**config.mk**
```make
export PLATFORM = sky130hd
export DESIGN_NAME = olc_load_ctl
export DESIGN_NICKNAME = d
export VERILOG_FILES = /design/src/rtl/olc_pkg.sv /design/src/rtl/olc_strobe_sync.sv /design/src/rtl/olc_strobe_div.sv /design/src/rtl/olc_plan.sv /design/src/rtl/olc_seq.sv /design/src/rtl/olc_addr_gen.sv /design/src/rtl/olc_load_ctl.sv
export SDC_FILE = /design/constraint.sdc
export NUM_CORES = 1
export LEC_CHECK = 0
export ABC_AREA = 1
export BUFFER_PORTS_ARGS = -buffer_cell sky130_fd_sc_hd__buf_4
export CAP_MARGIN = 10
export CORE_ASPECT_RATIO = 1.2
export CORE_MARGIN = 3
export CORE_UTILIZATION = 30
export CTS_CLUSTER_SIZE = 10
export DETAILED_ROUTE_END_ITERATION = 7
export SLEW_MARGIN = 20
export SYNTH_ARGS = -nofsm -noshare
export SYNTH_HDL_FRONTEND = slang
export SYNTH_SLANG_ARGS = --single-unit
```
**constraint.sdc**
```tcl
create_clock -name clk -period 4.7 [get_ports clk]
set_input_delay 0.94 -clock clk [delete_from_list [all_inputs] [get_ports clk]]
set_output_delay 0.94 -clock clk [all_outputs]
set_load 0.02 [all_outputs]
```
**src/rtl/olc_pkg.sv**
```systemverilog
package olc_pkg;
   typedef enum logic [1:0] {
      OVL_NONE    = 2'd0,
      OVL_HALF    = 2'd1,
      OVL_QUARTER = 2'd2,
      OVL_RSVD    = 2'd3
   } ovl_e;

   typedef enum logic [1:0] {
      SEQ_IDLE  = 2'd0,
      SEQ_MAIN  = 2'd1,
      SEQ_EXTRA = 2'd2,
      SEQ_DONE  = 2'd3
   } seq_e;

   // Divider mask: accepted edge when the phase counter is zero.
   function automatic logic [1:0] div_mask(ovl_e m);
      case (m)
         OVL_HALF:    return 2'b01;
         OVL_QUARTER: return 2'b11;
         default:     return 2'b00;
      endcase
   endfunction

   // Right shift giving one hop of an overlapped block.
   function automatic int unsigned hop_shift(ovl_e m);
      return (m == OVL_QUARTER) ? 2 : 1;
   endfunction
endpackage

```
**src/rtl/olc_strobe_sync.sv**
```systemverilog
module olc_strobe_sync #(
   parameter int SYNC_STAGES = 2
) (
   input  logic clk,
   input  logic rst_n,
   input  logic strobe_in,
   output logic rise_o
);
   if (SYNC_STAGES < 2) begin : g_bad_stages
      $error("olc_strobe_sync: SYNC_STAGES must be at least 2");
   end

   logic [SYNC_STAGES-1:0] chain;
   logic                   last_q;

   for (genvar i = 0; i < SYNC_STAGES; i++) begin : g_stage
      if (i == 0) begin : g_first
         always_ff @(posedge clk or negedge rst_n) begin
            if (!rst_n) chain[0] <= 1'b0;
            else        chain[0] <= strobe_in;
         end
      end else begin : g_next
         always_ff @(posedge clk or negedge rst_n) begin
            if (!rst_n) chain[i] <= 1'b0;
            else        chain[i] <= chain[i-1];
         end
      end
   end

   always_ff @(posedge clk or negedge rst_n) begin
      if (!rst_n) last_q <= 1'b0;
      else        last_q <= chain[SYNC_STAGES-1];
   end

   assign rise_o = chain[SYNC_STAGES-1] & ~last_q;
endmodule

```
**src/rtl/olc_strobe_div.sv**
```systemverilog
module olc_strobe_div
   import olc_pkg::*;
(
   input  logic clk,
   input  logic rst_n,
   input  logic clear,
   input  logic rise_i,
   input  logic enable,
   input  ovl_e ovl,
   output logic take_o
);
   logic [1:0] phase_q;
   logic [1:0] mask;
   logic       counted;

   assign mask    = div_mask(ovl);
   assign counted = rise_i & enable;
   assign take_o  = counted & ((phase_q & mask) == 2'b00);

   always_ff @(posedge clk or negedge rst_n) begin
      if (!rst_n)       phase_q <= 2'b00;
      else if (clear)   phase_q <= 2'b00;
      else if (counted) phase_q <= (phase_q + 2'b01) & mask;
   end
endmodule

```
**src/rtl/olc_plan.sv**
```systemverilog
module olc_plan
   import olc_pkg::*;
#(
   parameter int ADDR_W = 10,
   parameter int LOG_W  = 4,
   localparam int LEN_W = ADDR_W + 2
) (
   input  logic [LOG_W-1:0] blk_log2,
   input  logic [1:0]       ovl_mode,
   input  logic             preload,
   output logic             legal,
   output logic [LEN_W-1:0] main_len,
   output logic [LEN_W-1:0] total_len
);
   localparam logic [LEN_W-1:0] CAPACITY = LEN_W'(1) << ADDR_W;

   ovl_e             ovl;
   logic [LEN_W-1:0] extra;
   logic             size_ok;

   assign ovl     = ovl_e'(ovl_mode);
   assign size_ok = (int'(blk_log2) >= 2) && (int'(blk_log2) <= ADDR_W);

   always_comb begin
      main_len = size_ok ? (LEN_W'(1) << blk_log2) : '0;
      if (preload && (ovl == OVL_HALF || ovl == OVL_QUARTER))
         extra = main_len >> hop_shift(ovl);
      else
         extra = '0;
      total_len = main_len + extra;
      legal = size_ok && (ovl != OVL_RSVD) && (total_len <= CAPACITY);
   end
endmodule

```
**src/rtl/olc_seq.sv**
```systemverilog
module olc_seq
   import olc_pkg::*;
#(
   parameter int LEN_W = 12
) (
   input  logic             clk,
   input  logic             rst_n,
   input  logic             start_ok,
   input  logic             take,
   input  logic [LEN_W-1:0] main_len,
   input  logic [LEN_W-1:0] total_len,
   output logic             idle_o,
   output logic             active_o,
   output logic             wr_en_o,
   output logic             load_flag_o,
   output logic             blk_ready_o
);
   seq_e             state_q;
   logic [LEN_W-1:0] cnt_q;
   logic [LEN_W-1:0] cnt_nx;

   assign cnt_nx   = cnt_q + LEN_W'(1);
   assign idle_o   = (state_q == SEQ_IDLE);
   assign active_o = (state_q == SEQ_MAIN) || (state_q == SEQ_EXTRA);
   assign load_flag_o = (state_q == SEQ_MAIN);

   always_ff @(posedge clk or negedge rst_n) begin
      if (!rst_n) begin
         state_q     <= SEQ_IDLE;
         cnt_q       <= '0;
         wr_en_o     <= 1'b0;
         blk_ready_o <= 1'b0;
      end else begin
         wr_en_o     <= 1'b0;
         blk_ready_o <= 1'b0;
         case (state_q)
            SEQ_IDLE: begin
               if (start_ok) begin
                  state_q <= SEQ_MAIN;
                  cnt_q   <= '0;
               end
            end
            SEQ_MAIN: begin
               if (take) begin
                  wr_en_o <= 1'b1;
                  cnt_q   <= cnt_nx;
                  if (cnt_nx == total_len)     state_q <= SEQ_DONE;
                  else if (cnt_nx == main_len) state_q <= SEQ_EXTRA;
               end
            end
            SEQ_EXTRA: begin
               if (take) begin
                  wr_en_o <= 1'b1;
                  cnt_q   <= cnt_nx;
                  if (cnt_nx == total_len) state_q <= SEQ_DONE;
               end
            end
            SEQ_DONE: begin
               blk_ready_o <= 1'b1;
               state_q     <= SEQ_IDLE;
            end
            default: state_q <= SEQ_IDLE;
         endcase
      end
   end
endmodule

```
**src/rtl/olc_addr_gen.sv**
```systemverilog
module olc_addr_gen #(
   parameter int ADDR_W = 10
) (
   input  logic              clk,
   input  logic              rst_n,
   input  logic              take,
   output logic [ADDR_W-1:0] wr_addr_o
);
   logic [ADDR_W-1:0] ptr_q;

   // Natural wrap of an ADDR_W-bit counter gives modulo-capacity order.
   always_ff @(posedge clk or negedge rst_n) begin
      if (!rst_n) begin
         ptr_q     <= '0;
         wr_addr_o <= '0;
      end else if (take) begin
         wr_addr_o <= ptr_q;
         ptr_q     <= ptr_q + ADDR_W'(1);
      end
   end
endmodule

```
**src/rtl/olc_load_ctl.sv**
```systemverilog
module olc_load_ctl
   import olc_pkg::*;
#(
   parameter int ADDR_W      = 10,
   parameter int SYNC_STAGES = 2,
   localparam int LOG_W      = $clog2(ADDR_W + 1),
   localparam int LEN_W      = ADDR_W + 2
) (
   input  logic              clk,
   input  logic              rst_n,
   input  logic              start,
   input  logic [LOG_W-1:0]  blk_log2,
   input  logic [1:0]        ovl_mode,
   input  logic              preload,
   input  logic              xform_busy,
   input  logic              strobe_in,
   output logic              wr_en,
   output logic [ADDR_W-1:0] wr_addr,
   output logic              load_flag,
   output logic              blk_ready
);
   if (ADDR_W < 2 || ADDR_W > 24) begin : g_bad_addr
      $error("olc_load_ctl: ADDR_W out of range");
   end

   logic             legal;
   logic [LEN_W-1:0] main_len, total_len;
   logic [LEN_W-1:0] main_q, total_q;
   ovl_e             ovl_q;
   logic             pre_q;
   logic             idle, active, start_ok;
   logic             rise, take, div_en;

   olc_plan #(.ADDR_W(ADDR_W), .LOG_W(LOG_W)) u_plan (
      .blk_log2 (blk_log2),
      .ovl_mode (ovl_mode),
      .preload  (preload),
      .legal    (legal),
      .main_len (main_len),
      .total_len(total_len)
   );

   assign start_ok = start & idle & legal;

   always_ff @(posedge clk or negedge rst_n) begin
      if (!rst_n) begin
         main_q  <= '0;
         total_q <= '0;
         ovl_q   <= OVL_NONE;
         pre_q   <= 1'b0;
      end else if (start_ok) begin
         main_q  <= main_len;
         total_q <= total_len;
         ovl_q   <= ovl_e'(ovl_mode);
         pre_q   <= preload;
      end
   end

   olc_strobe_sync #(.SYNC_STAGES(SYNC_STAGES)) u_sync (
      .clk      (clk),
      .rst_n    (rst_n),
      .strobe_in(strobe_in),
      .rise_o   (rise)
   );

   // In preload mode no sample is taken while the transform runs.
   assign div_en = active & ~(pre_q & xform_busy);

   olc_strobe_div u_div (
      .clk   (clk),
      .rst_n (rst_n),
      .clear (start_ok),
      .rise_i(rise),
      .enable(div_en),
      .ovl   (ovl_q),
      .take_o(take)
   );

   olc_seq #(.LEN_W(LEN_W)) u_seq (
      .clk        (clk),
      .rst_n      (rst_n),
      .start_ok   (start_ok),
      .take       (take),
      .main_len   (main_q),
      .total_len  (total_q),
      .idle_o     (idle),
      .active_o   (active),
      .wr_en_o    (wr_en),
      .load_flag_o(load_flag),
      .blk_ready_o(blk_ready)
   );

   olc_addr_gen #(.ADDR_W(ADDR_W)) u_addr (
      .clk      (clk),
      .rst_n    (rst_n),
      .take     (take),
      .wr_addr_o(wr_addr)
   );
endmodule

```
# After elaboration in Yosys (flattened, before gate mapping)
# Cells that the tools add are included.
dict set report op_classes {
  n_eq_ne 16
  n_reduce_logical 13
  n_mux 19
  add_sub_neg 4
  n_shift 2
  n_bitwise 11
  n_lt_le_gt_ge 3
}
# op count
set op_table {}
lappend op_table {{12-bit 2-to-1 mux} 4}
lappend op_table {{12-bit by 32-bit right shift with 12-bit output} 1}
lappend op_table {{12-bit == test} 2}
lappend op_table {{12-bit case mux with 2 select lines} 1}
lappend op_table {{2-bit 2-to-1 mux} 9}
lappend op_table {{12-bit by 1-bit adder with 12-bit output (second input constant)} 1}
lappend op_table {{12-bit adder} 1}
lappend op_table {{12-bit by 11-bit less-or-equal comparator with 1-bit output (second input constant)} 1}
lappend op_table {{1-bit by 4-bit << shifter with 12-bit output (first input constant)} 1}
lappend op_table {{10-bit by 1-bit adder with 10-bit output (second input constant)} 1}
lappend op_table {{2-bit == test (second input constant)} 4}
lappend op_table {{2-bit case mux with 4 select lines} 1}
lappend op_table {{1-bit bitwise AND} 7}
lappend op_table {{2-bit by 1-bit == test with 1-bit output (second input constant)} 3}
lappend op_table {{2-bit by 1-bit inequality test with 1-bit output (second input constant)} 3}
lappend op_table {{2-bit inequality test (second input constant)} 3}
lappend op_table {{5-bit AND reduction} 1}
lappend op_table {{2-bit bitwise AND} 2}
lappend op_table {{4-bit by 2-bit >= comparator with 1-bit output (second input constant)} 1}
lappend op_table {{4-bit less-or-equal comparator (second input constant)} 1}
lappend op_table {{1-bit logical AND} 4}
lappend op_table {{2-bit zero test} 2}
lappend op_table {{2-bit case mux with 2 select lines} 1}
lappend op_table {{2-bit nonzero test} 2}
lappend op_table {{7 further kinds} 11}
dict set report word_totals {
  regBits 68
  output_inout_bits 13
  in_bits 12
}

# Depth between registers and ports, before layout
# Gate-level depths: netlist of the first run.
dict set report depth {
  ltp_word 11
  depth_mapped 25
  mapped_depth_nobuf 23
}

# Hierarchy
# A second synthesis of the first run with hierarchy kept.
dict set report hier_totals {
  hier_cells 660
  area_unflattened_um2 4742.0
}
# mod cells_per_inst instances area_each_um2
set by_module_without_submodules {}
lappend by_module_without_submodules {olc_seq 231 1 1508.9}
lappend by_module_without_submodules {olc_load_ctl 122 1 1151.1}
lappend by_module_without_submodules {olc_plan 186 1 969.7}
lappend by_module_without_submodules {olc_addr_gen 96 1 875.8}
lappend by_module_without_submodules {olc_strobe_div 20 1 151.4}
lappend by_module_without_submodules {olc_strobe_sync 5 1 85.1}

# Worst setup path before layout of the first run
# Ideal clock, no wire load.
dict set report synth_timing {
  path_type {input to register}
  startpoint {input port ovl_mode[0]}
  endpoint {register u_seq.cnt_q[3]}
  t_required_ns 4.582
  stages 22
  n_path_buf 2
  setup_ns 0.118
  slack_ns 1.249
  arrival_time_ns 3.333
  path_cell_list {inv_1 ha_1 nor2_1 nand2_1 o22ai_1 ha_1 nand2_1 inv_1 a21oi_1 nand2_1 nand2_1 nand2_1 nand2_1 nand2_1 a21oi_1 nand2_2 buf_6 nand2_8 nand2_8 buf_12 nand2_2 o21ai_2}
}
dict set report synth_via {
  elab_chain_len 10
}
# item line
set synth_lines {}
lappend synth_lines {{start: declaration} olc_load_ctl.sv:13} ;# input logic [1:0] ovl_mode,
lappend synth_lines {{2-bit == test / 2-bit by 1-bit == test with 1-bit output (equally long branches)} {olc_pkg.sv:27, olc_plan.sv:26}}
lappend synth_lines {{2-bit 2-to-1 mux / 1-bit logical OR (equally long branches)} {olc_pkg.sv:27, olc_plan.sv:26}}
lappend synth_lines {{12-bit by 32-bit right shift with 12-bit output / 1-bit logical AND (equally long branches)} {olc_plan.sv:27, olc_plan.sv:26}}
lappend synth_lines {{12-bit 2-to-1 mux} olc_plan.sv:26} ;# if (preload && (ovl == OVL_HALF || ovl == OVL_QUARTER))
lappend synth_lines {{12-bit adder} olc_plan.sv:30} ;# total_len = main_len + extra;
lappend synth_lines {{12-bit by 11-bit less-or-equal comparator with 1-bit output} olc_plan.sv:31} ;# legal = size_ok && (ovl != OVL_RSVD) && (total_len <= CAPACITY);
lappend synth_lines {{1-bit logical AND (*)} olc_plan.sv:31}
lappend synth_lines {{1-bit bitwise AND (*)} olc_load_ctl.sv:43} ;# assign start_ok = start & idle & legal;
lappend synth_lines {{2-bit by 1-bit inequality test with 1-bit output (no source line) (*)} --}
lappend synth_lines {{3-bit AND reduction (no source line) (*)} --}
lappend synth_lines {{end signal: assignment} olc_seq.sv:46} ;# cnt_q <= cnt_nx;
lappend synth_lines {{end signal: assignment} olc_seq.sv:54} ;# cnt_q <= cnt_nx;
lappend synth_lines {{end: declaration} olc_seq.sv:19} ;# logic [LEN_W-1:0] cnt_q;
# Every way passes the cells marked *; elsewhere a longest branch is shown, timed or not.
# A chain may end at the register's enable or synchronous reset.

# Worst setup path in the final report of the first run
dict set report layout_timing {
  startpoint {input port ovl_mode[0]}
  endpoint {register u_seq.cnt_q[2]}
}
# Same word-level chain as after synthesis.

==> results of run 1 <==
worst paths after layout:
kind / from / endpoint / slack, ns / cells past startpoint
max in group asynchronous: rst_n / u_seq.blk_ready_o / 3.42 / 1
min in group asynchronous: rst_n / main_q[1] / 0.70 / 1
max: ovl_mode[0] / u_seq.cnt_q[2] / 1.06 / 21
min: u_sync.chain[0] / u_sync.chain[1] / 0.35 / 0
max reg2reg: u_seq.state_q[0] / u_addr.ptr_q[9] / 1.67 / 14
min reg2reg: u_sync.chain[0] / u_sync.chain[1] / 0.35 / 0
per-stage QoR:
step	hold slack, ns	area [um^2]	utilization (%)	cells	setup WS [ns]
after floorplan	0.331	4410	-	609	1.25
after global placement	0.334	4720	33.6	793	0.720
after detailed placement	0.339	4720	33.6	793	0.722
after CTS	0.352	5050	35.9	809	1.06
after global routing	0.356	5050	35.9	809	0.681
final	0.351	5050	35.9	809	1.06
flip-flops by register name, indices dropped and copies added (netlist names):
signal and count:
u_seq.cnt_q 12, pre_q 1, ovl_q 2, u_seq.wr_en_o 1, u_addr.ptr_q 10, u_sync.last_q 1
u_seq.state_q 2, u_sync.chain 2, main_q 12, u_addr.wr_addr_o 10, total_q 12, u_seq.blk_ready_o 1
u_div.phase_q 2
synth_stat cells (4+ instances only):
library cell	number	area [um^2]
inv_1	79	297
dfrtp_1	68	1700
nor2_1	61	229
nand2_2	11	68.8
clkbuf_1	4	15.0
a21oi_1	8	40.0
o21ai_0	25	125
xor2_1	14	123
nand2_1	200	751
ha_1	21	263
nand3b_1	10	75.1
nand4_1	11	68.8
o21ai_2	13	114
xnor2_1	5	43.8
nand3_1	44	220
o22ai_1	8	50.1
final cells by class:
cell class                 instances  area (um^2)
clock buffer                      10          239
clock inverter                     6         87.6
fill                            1459         9010
inverter                          81          304
multi-input combinational        448         2310
sequential                        68         1700
tap                              171          214
timing repair buffer              25          188
metal layers:
layer | share of wire, % | global-route usage (%) | up-vias
li1 | - | - | 1971
met3 | 2.2 | 1.75 | 12
met1 | 49 | 16.8 | 1639
met4 | 2.1 | 5.38 | 0
met2 | 47 | 19.0 | 42
met5 | 0 | 0 | -
logic make-up (layout without fill, tap and decap cells):
logic type                 Yosys count  count (layout)  synth area share, %
and+or+nand+nor                    343             343                 33.7
buffers and inverters               93             122                 8.94
DFF                                 68              68                 38.7
AOI/OAI and AO/OA                   60              60                 8.34
adders and majority gates           22              22                 6.43
xor gates and xnor gates            19              19                 3.79
other                                1               4               0.0853
power groups by stage:
stage	Clock, mW	Sequential (mW)	Combinational [mW]
6_report	0.728	0.930	1.02
4_1_cts	0.745	0.931	1.04
5_1_grt	0.777	0.960	1.16
2_1_floorplan	0	0.920	0.834
3_3_place_gp	0	0.940	1.03
3_5_place_dp	0	0.940	1.04
placed cells by master, fill, tap and decap left out, drive strengths merged, types with 2 or more instances in the layout:
cell,count
a21oi,8
buf,25
bufinv,2
clkbuf,10
clkinv,4
conb,4
dfrtp,68
ha,21
inv,81
nand2,213
nand3,44
nand3b,10
nand4,11
nor2,62
nor3,2
o21ai,41
o22ai,8
xnor2,5
xor2,14
critical path, cell delays in order:
cell     delay, ns
buf_4         0.09
inv_1         0.04
ha_1          0.28
nor2_1        0.14
nand2_1       0.21
o22ai_1       0.24
ha_1          0.31
nand2_1       0.12
inv_1         0.04
a21oi_1       0.17
nand2_1       0.09
nand2_1       0.09
nand2_1       0.05
nand2_1       0.07
nand2_1       0.05
a21oi_1       0.15
nand2_2       0.26
nand2_8       0.17
nand2_8       0.15
nand2_1       0.13
o21ai_2       0.05
==> results_dict.tcl, run 1 <==
set metrics [dict create \
    p_total_mw 2.68 \
    synthToLayoutAreaGrowth_pct 14.8 \
    start_util_pct 31.3 \
    antenna_found_initial 0 \
    finalHoldViolations 0 \
    clockBufferDepth 2 \
    portBuffers 24 \
    die_area_um2 16100 \
    slew-limit-headroom_pct 43.0 \
    power_density_nw_per_um2 531 \
    antenna_cells 0 \
    clkTransAtPathRegs_ns 0.06 \
    route.detailed.drc 0 \
    fp.dieW_um 116 \
    hold_class "reg -> reg" \
    yosysSeqAreaShare_pct 38.7 \
    cts_tree "built" \
    p_int_mw 1.61 \
    timing.critical_path.from_type "input port" \
    grt.overflow.total 0 \
    clock_skew_ns 0.00710 \
    ys_ff_latch 68 \
    slew_violations 0 \
    required_ns 4.91 \
    wl_um 9150 \
    p_comb_share_pct 38.1 \
    ctsResizeCount 0 \
    maxCapViolations 0 \
    worstSkewPairLatency_ns 0.33 \
    swShare_pct 39.7 \
    power.switching_mw 1.06 \
    avgSynthCellArea_um2 7.25 \
    holdBufCountCts 0 \
    grt_pass1_vias 3405 \
    coreArea_um2 14100 \
    drive_gt1_share_pct 11.1 \
    syn_area_um2 4400 \
    cts_max_level 3 \
    io_pins 25 \
    die-height_um 139 \
    syn_inst 606 \
    grt_usage_pct 12.2 \
    wire_per_inst_um 11.3 \
    p_leak_nw 2.55 \
    status "finished, final reports clean" \
    fmax_mhz 274 \
    ir_drop_uv 253 \
    synthFlopType "dfrtp_1" \
    dr.pass1.iters 5 \
    worst_slew_pin_slew_ns 0.854 \
    async_flop_share_pct 100 \
    nets 667 \
    yosysUniqueCellTypes 31 \
    via_per_inst 4.53 \
    crit_path_max_fanout 24 \
    rsz0062_at_grt "no" \
    cts_buffers 9 \
    place_congestion 0.863 \
    grt_pass1_wl_um 15900 \
    place_hpwl_um 7090 \
    dr_total_vias 3664 \
    setup_tns_ns 0 \
    yosysWarnings 0 \
    period_share_pct 77.5 \
    num_rows 47 \
    cts.sink_count 68 \
    setup_viol 0 \
    period_needed_ns 3.64 \
    clockPowerShare_pct 27.2 \
    synth_edf_count 0 \
    cp.arrival_ns 3.86 \
    path_class "in -> reg" \
    drt_iter0_markers 157 \
    end_kind "register" \
    postCtsSetupBuffers 0 \
    grt_max_degree 69 \
    root_buffer "clkbuf_16" \
    ant_nets 0 \
    sequentialPowerShare_pct 34.7 \
]
(Power assumes the default switching activity.)
==> inputs of run 2 (changes only) <==
==> constraint.sdc (replaced) <==
create_clock -name clk -period 3.7 [get_ports clk]
set_input_delay 0.74 -clock clk [delete_from_list [all_inputs] [get_ports clk]]
set_output_delay 0.74 -clock clk [all_outputs]
set_load 0.02 [all_outputs]
==> results_dict.tcl, run 2 (same netlist as run 1, synthesis figures left out) <==
set metrics [dict create \
    slowest_delay_ns 0.30 \
    slew-limit-headroom_pct 41.5 \
    die-height_um 139 \
    num_rows 47 \
    crit_path_max_fanout 24 \
    holdBufCountCts 0 \
    portBuffers 24 \
    period_needed_ns 3.29 \
    clockBufferDepth 2 \
    die_area_um2 16100 \
    grtUsageMet3_pct 2.31 \
    p_leak_nw 2.58 \
    top_usage_layer "met2" \
    postLayoutSetupSlackWorst_ns 0.409 \
    start_util_pct 31.3 \
    final_core_util_pct 36.3 \
    required_ns 3.92 \
    place_hpwl_um 7300 \
    power.switching_mw 1.41 \
    dr.pass1.iters 4 \
    slowest_stage "ha_1" \
    ir_drop_uv 334 \
    postCtsSetupBuffers 0 \
    worstSkewPairLatency_ns 0.34 \
    clockPowerShare_pct 27.2 \
    grt_pass1_wl_um 16300 \
    hold_class "reg -> reg" \
    wl_um 9540 \
    worstPathCellList "buf_4 > inv_1 > ha_1 > nor2_1 > nand2_1 > o22ai_1 > ha_1 > nand2_1 > inv_1 > a21oi_1 > nand2_1 > nand2_1 > nand2_1 > nand2_1 > nand2_1 > a21oi_1 > nand2_2 > nand2_8 > nand2_8 > nand2_1 > o21ai_2" \
    setup_tns_ns 0 \
    cts_max_level 3 \
    p_int_mw 2.06 \
    pre_cts_ws_ns 0.0718 \
    root_buffer "clkbuf_16" \
    grt.overflow.total 0 \
    end_kind "register" \
    period_share_pct 89.0 \
    p_comb_share_pct 38.5 \
    largestRegisters "main_q: 12 flops, total_q: 12 flops, u_seq.cnt_q: 12 flops" \
    clock_skew_ns 0.00602 \
    most-common-layout-cells "nand2_1 (200), inv_1 (79), dfrtp_1 (68)" \
    drt_iter0_markers 172 \
    coreArea_um2 14100 \
    maxCapViolations 0 \
    nets 673 \
    drive_gt1_share_pct 12.0 \
    worst_slew_pin_slew_ns 0.877 \
    dr_total_vias 3682 \
    final_common_cell "nand2_1" \
    grt_usage_pct 12.6 \
    route.detailed.drc 0 \
    sequentialPowerShare_pct 34.3 \
    fp.dieW_um 116 \
    cpMostUsedCell "nand2_1" \
    wire_per_inst_um 11.7 \
    antenna_cells 0 \
    synthToLayoutAreaGrowth_pct 16.1 \
    power_density_nw_per_um2 678 \
    cp.arrival_ns 3.51 \
    cts_tree "built" \
    clkTransAtPathRegs_ns 0.06 \
    gr-usage-met2_pct 21.4 \
    ctsResizeCount 0 \
    use_met1_pct 15.9 \
    io_pins 25 \
    rsz0062_at_grt "no" \
    dpl.cell_count 799 \
    slew_violations 0 \
    antenna_found_initial 0 \
    grt_pass1_vias 3470 \
    swShare_pct 40.6 \
    timing.critical_path.from_type "input port" \
    grt_max_degree 69 \
    final_cells 815 \
    status "finished, final reports clean" \
    finalHoldViolations 0 \
    path_class "in -> reg" \
    ant_nets 0 \
    place_congestion 0.809 \
    via_per_inst 4.52 \
    setup_viol 0 \
    cts.sink_count 68 \
    cts_buffers 9 \
    fmax_mhz 304 \
]
run 2: cell type report:
class                      count  area (um^2)
tap                          171          214
multi-input combinational    448         2310
clock inverter                 7         98.8
clock buffer                   9          225
inverter                      81          304
sequential                    68         1700
fill                        1520         8950
timing repair buffer          31          249
run 2: stage by stage:
step	total power, mW	area (um^2)	hold WS [ns]
after floorplan	2.23	4410	0.331
after global placement	2.53	4780	0.335
after detailed placement	2.55	4780	0.354
after CTS	3.51	5100	0.361
after global routing	3.74	5100	0.356
final	3.46	5100	0.359
run 2: critical path: cells and delay by family:
kind | cells | cell delay (ns)
AND/OR/NAND/NOR | 12 | 1.38
buffers and inverters | 3 | 0.16
AO/OA/AOI/OAI | 4 | 0.63
adder cells (fa/ha/maj) | 2 | 0.58
run 2: power groups by stage:
stage          sequential [mW]  combinational (mW)  clock (mW)
6_report                  1.19                1.33       0.942
4_1_cts                   1.19                1.36       0.964
2_1_floorplan             1.17                1.06           0
3_5_place_dp              1.20                1.35           0
3_3_place_gp              1.19                1.33           0
5_1_grt                   1.22                1.52       0.997
run 2: per-layer routing:
layer	wire length, um	vias to the layer above
met1	4540	1664
met2	4650	40
met5	0	-
li1	-	1972
met3	237	6
met4	107	0
run 2: worst paths after layout:
check                      cells past startpoint  slack [ns]           endpoint       startpoint
setup / recovery                              21        0.41     u_seq.cnt_q[0]      ovl_mode[0]
hold / removal                                 0        0.36    u_sync.chain[1]  u_sync.chain[0]
setup reg to reg                              14        1.08   u_seq.state_q[1]   u_seq.cnt_q[0]
hold reg to reg                                0        0.36    u_sync.chain[1]  u_sync.chain[0]
max in group asynchronous                      1        2.61  u_seq.blk_ready_o            rst_n
min in group asynchronous                      1        0.51          main_q[0]            rst_n
